--- config.mk ---
export PLATFORM = sky130hd
export DESIGN_NAME = reload_rate_counter
export DESIGN_NICKNAME = d
export VERILOG_FILES = /design/src/rtl/reload_rate_counter.sv
export SDC_FILE = /design/constraint.sdc
export NUM_CORES = 1
export LEC_CHECK = 0
export BUFFER_PORTS_ARGS = -buffer_cell sky130_fd_sc_hd__buf_2
export CAP_MARGIN = 15
export CORE_UTILIZATION = 53
export CTS_BUF_LIST = sky130_fd_sc_hd__clkbuf_4 sky130_fd_sc_hd__clkbuf_8 sky130_fd_sc_hd__clkbuf_16
export CTS_CLUSTER_SIZE = 24
export DETAILED_ROUTE_END_ITERATION = 10
export PLACE_DENSITY_LB_ADDON = 0.12
export SLEW_MARGIN = 20
export SYNTH_ARGS = -nofsm -noshare
export SYNTH_HDL_FRONTEND = slang
export SYNTH_SLANG_ARGS = --single-unit
--- constraint.sdc ---
create_clock -name clk -period 2.1 [get_ports clk]
set_input_delay 0.21 -clock clk [delete_from_list [all_inputs] [get_ports clk]]
set_output_delay 0.21 -clock clk [all_outputs]
set_load 0.005 [all_outputs]
--- src/rtl/reload_rate_counter.sv ---
module reload_rate_counter #(
  parameter int WIDTH = 8
) (
  input  logic             clk,
  input  logic             rst,
  input  logic             arm,
  input  logic [WIDTH-1:0] reload_val,
  input  logic             clr,
  output logic             tick,
  output logic [WIDTH-1:0] events
);

  localparam logic [WIDTH-1:0] ALL_ONES = {WIDTH{1'b1}};
  localparam logic [WIDTH-1:0] ZERO     = '0;
  localparam logic [WIDTH-1:0] ONE      = {{(WIDTH-1){1'b0}}, 1'b1};

  logic             arm_q;
  logic             load;
  logic [WIDTH-1:0] cnt;
  logic [WIDTH-1:0] held;

  assign load = arm & ~arm_q;
  assign tick = (cnt == ZERO);

  always_ff @(posedge clk) begin
    if (rst) arm_q <= 1'b0;
    else     arm_q <= arm;
  end

  always_ff @(posedge clk) begin
    if (rst) begin
      cnt  <= ALL_ONES;
      held <= ALL_ONES;
    end else if (load) begin
      cnt  <= reload_val;
      held <= reload_val;
    end else if (tick) begin
      cnt  <= held;
    end else begin
      cnt  <= cnt - ONE;
    end
  end

  always_ff @(posedge clk) begin
    if (rst)       events <= ZERO;
    else if (clr)  events <= ZERO;
    else if (tick) events <= events + ONE;
  end

  a_r1_single_strobe: assert property (@(posedge clk) disable iff (rst)
    load |=> !load);
  a_r2_load_takes_value: assert property (@(posedge clk) disable iff (rst)
    load |=> (cnt == $past(reload_val)) && (held == $past(reload_val)));
  a_r2_held_stable: assert property (@(posedge clk) disable iff (rst)
    !load |=> $stable(held));
  a_r3_zero_refill: assert property (@(posedge clk) disable iff (rst)
    (!load && tick) |=> cnt == $past(held));
  a_r4_decrement: assert property (@(posedge clk) disable iff (rst)
    (!load && !tick) |=> cnt == $past(cnt) - ONE);
  a_r7_clear_wins: assert property (@(posedge clk) disable iff (rst)
    clr |=> events == ZERO);
  a_r8_count_up: assert property (@(posedge clk) disable iff (rst)
    (!clr && tick) |=> events == $past(events) + ONE);
  a_r8_hold: assert property (@(posedge clk) disable iff (rst)
    (!clr && !tick) |=> $stable(events));

endmodule

Word level (Yosys, flattened, before mapping):

Cells that the tools add are included.

* bits in registers: 25
* latch bits: 0
* bits in writable memories: 0
* bits in read-only memories: 0
* word-level logic and storage cells: 12
* memories kept: 0

* $add $sub $neg: 2
* $mul: 0
* div/mod/pow operators: 0
* $lt $le $gt $ge: 0
* equal/unequal tests: 0
* shifts and indexed selects: 0
* muxes and demuxes: 2
* bitwise operators: 2
* reductions and logical operators: 2

Operators with widths (number)
* 8-bit two-way mux: 2
* 8-bit by 1-bit adder with 8-bit output, second input constant: 1
* 8-bit logical NOT: 1
* 8-bit by 1-bit subtractor with 8-bit output, second input constant: 1
* 2-bit OR reduction: 1
* 1-bit AND: 1
* 1-bit NOT: 1

Depth between registers and ports, before layout:

* depth after elaboration: 3
* mapped depth: 7
* mapped depth without buffers: 7

Least setup slack after synthesis:

No wires, ideal clock.

* path kind: reg-to-reg
* from: register cnt[0]
* to: register events[5]
* library setup time: 70 ps
* arrival: 1649 ps
* required time: 2030 ps
* setup slack: 381 ps
* cell stages (with the launch flop): 7
* buffers on the path: 0
* clock period less this slack: 1719 ps
* cell sequence: dfxtp_1 -> inv_1 -> ha_1 -> nor3b_1 -> nand4_1 -> or3_1 -> a21oi_1

* longest elaborated chain between the ends: 1

RTL lines
* start, declared: line 19 `logic [WIDTH-1:0] cnt;`
* start signal, assigned: line 35 `cnt <= reload_val;`
* start signal, assigned: line 38 `cnt <= held;`
* start signal, assigned: line 40 `cnt <= cnt - ONE;`
* 8-bit logical NOT: line 23 `assign tick = (cnt == ZERO);`
* end signal, assigned: line 47 `else if (tick) events <= events + ONE;`
* end, declared: line 10 `output logic [WIDTH-1:0] events`

No other way between the ends.
A chain may end at the register's enable or synchronous reset.

Final worst setup path:

* from: register cnt[0]
* to: output port tick

* longest elaborated chain between the ends: 1

RTL lines
* 8-bit logical NOT: line 23
* end, declared: line 9 `output logic tick,`

No other way between the ends.

==> flow_metrics.py <==
metrics = {
    "status": {
        "outcome": "finished clean",
    },
    "global_routing": {
        "grt_overflow": 0,
        "grtUsageTotal_pct": 23.22,
        "grt_pass1_vias": 949,
        "antenna_found_initial": 0,
        "grt_max_degree": 14,
        "grt_pass1_wl_um": 4209,
    },
    "final_layout": {
        "layout_commonest_cell": "dfxtp_1",
        "fin_util_pct": 65.88,
        "fin_cells": 185,
        "flow.area_growth_from_synthesis_pct": 15.19,
        "nNetsFinal": 174,
        "antennaDiodeCount": 0,
        "mostFrequentLayoutCells": "dfxtp_1 (25), nand2_1 (21), buf_2 (20)",
        "drive_above_1_share_pct": 24.05,
    },
    "synth": {
        "yosys.cell_types.count": 34,
        "yosys.area_share.simple_pct": 27.10,
        "yosysWarnings": 0,
        "synth_compound_area_share_pct": 15.41,
        "synthTopCellsByArea": "dfxtp_1 (44%), nand2_1 (6.9%), a21oi_1 (6.6%)",
        "synth_top_area_share_pct": 43.72,
        "synth_top_family_by_area": "simple AND/OR/NAND/NOR gates",
        "synth-adder-area-share_pct": 3.279,
        "synth_area_sq_mm": 0.001145,
        "synthArstFlopShare_pct": 0,
        "synth_area_per_cell_sq_um": 8.480,
        "synth_seq_cells": 25,
        "synthXorXnorAreaFrac_pct": 6.885,
        "ys_seq_area_share_pct": 43.72,
        "netlist_instances": 135,
        "synthMuxAreaShare_pct": 0.9836,
        "syn-num-nets": 150,
        "yosys.area.top_type": "dfxtp_1",
        "synth_edf_count": 0,
        "synth_ff_type": "dfxtp_1",
    },
    "detailed_routing": {
        "drt-initial-drc-count": 20,
        "wl_per_cell_um": 12.95,
        "vias": 1011,
        "vias_per_cell": 5.465,
        "ant_nets": 0,
        "totalWireLength_um": 2396,
        "drcViolationCount": 0,
        "dr.pass1.iters": 4,
    },
    "die": {
        "ios": 21,
        "rows": 16,
        "die_x_um": 48.48,
        "core_area_sq_mm": 0.002002,
        "die_area_sq_mm": 0.002350,
        "start_util_pct": 57.19,
        "die_h_um": 48.48,
    },
    "worst_setup_path": {
        "cp_slowest_cell": "dfxtp_1",
        "cp.arrival_ps": 1760,
        "crit_fanout": 7,
        "cp-start-kind": "register",
        "cp_data_required_time_ps": 1890,
        "max_stage_delay_ps": 360,
        "worstSetupPathType": "reg -> out",
        "worst_setup_path_end_kind": "primary output",
        "crit_chain": "inv_1, ha_2, nor3b_1, buf_4, nand2_2, inv_2, buf_2",
    },
    "placed_design": {
        "hpwl_um": 1803,
        "place_inst": 181,
        "gp_congestion": 0.7064,
        "numPortBuffers": 20,
    },
    "cts": {
        "h-tree-depth": 1,
        "numCtsBuffers": 3,
        "clock_tree.buffer_depth": 2,
        "cts_sinks": 25,
        "cts-root-buf": "clkbuf_4",
        "tritoncts": "done",
        "post_cts_buffers": 0,
        "clkLatencyLatePin_ps": 320,
        "clk_pin_slew_ps": 140,
    },
    "min_path": {
        "hold_path.class": "in -> reg",
    },
    "pwr": {
        "p_clk_share_pct": 27.7,
        "p_switching_uw": 219.1,
        "internal-power_uw": 629.7,
        "p_per_area_mw_per_mm2": 643.6,
        "comb_power_share_pct": 10.8,
        "leakage_nw": 0.5651,
        "p_seq_share_pct": 61.5,
        "vdd_drop_max_mv": 0.4004,
        "power_switching_share_pct": 25.81,
    },
    "sta": {
        "relSlewSlack_pct": 74.91,
        "slew_violations": 0,
        "setup_violations": 0,
        "max_freq_mhz": 508.5,
        "rsz0062_at_grt": "no",
        "hold_viol": 0,
        "holdWs_ps": 97.14,
        "layout_min_cycle_time_ps": 1966,
        "tightest_slew_ps": 376.4,
        "finalSetupTns_ps": 0,
        "post-route-period-util_pct": 93.64,
        "finClkSkew_ps": 5.852,
    },
    "job": {
        "cap_violations": 0,
    },
}
[flip-flops by register name, summed over array words and instances (netlist names)]
name,count
arm_q,1
cnt,8
events,8
held,8
[synthesized netlist by cell type (3+ instances only)]
cell type	n
clkbuf_1	3
a21oi_1	15
nand2_1	21
inv_1	3
nor3_1	3
xor2_1	3
nor2_1	10
nand4_1	3
xnor2_1	6
dfxtp_1	25
o21ai_1	9
ha_1	3
[layer usage]
layer	vias to the layer above	GRT usage, %	share of wire [%]
li1	517	-	-
met1	464	28.00	45
met2	25	40.61	50
met3	5	4.088	3.2
met4	0	9.804	1.5
met5	-	0	0
[worst paths after layout]
kind	startpoint	end	slack, ps	cells after the start
min reg2reg	held[3]	held[3]	450	2
min	reload_val[4]	held[4]	100	3
max reg2reg	cnt[0]	events[6]	290	6
max	cnt[0]	tick	130	7
[power groups by stage]
stage / sequential (mW) / clock, mW / combinational [mW]
floorplan: 0.527 / 0 / 0.0654
global placement: 0.531 / 0 / 0.0860
detailed placement: 0.532 / 0 / 0.0904
CTS: 0.522 / 0.235 / 0.0914
global route: 0.525 / 0.256 / 0.104
finish: 0.522 / 0.235 / 0.0914
[final cells by class]
type / count / area (sq um)
fill: 195 / 683.2
multi-input combinational: 102 / 616.8
sequential: 25 / 500.5
timing repair buffer: 23 / 122.6
tap: 27 / 33.78
clock buffer: 4 / 30.03
inverter: 4 / 15.01
[per-stage QoR]
| step | worst slack [ps] | total power [mW] | area (sq um) |
|---|---|---|---|
| 6_report | 133.5 | 0.8488 | 1319 |
| 5_1_grt | 16.25 | 0.8857 | 1319 |
| 4_1_cts | 107.3 | 0.8484 | 1316 |
| 3_5_place_dp | 292.0 | 0.6227 | 1286 |
| 3_3_place_gp | 377.0 | 0.6171 | 1286 |
| 2_1_floorplan | 381.2 | 0.5927 | 1145 |
[kinds of logic (layout without fill, tap and decap cells)]
family / Yosys count / after routing
simple gates: 57 / 57
compound gates: 32 / 32
flops: 25 / 25
xor+xnor: 9 / 9
buf+inv: 8 / 31
fa+ha+maj: 3 / 3
mux: 1 / 1
[critical path, delay by kind of cell, from the launching register on]
family / cells / cell delay, ps
buffers and inverters: 4 / 550
and+or+nand+nor: 2 / 300
adders and majority gates: 1 / 220
DFF: 1 / 360
[what timing repair did]
| item | 4_1_cts | 5_1_grt |
|---|---|---|
| gates resized for setup | 0 | 1 |
| hold buffers | 0 | 0 |
| setup endpoints to repair | 0 | 1 |
(Power assumes the default switching activity.)
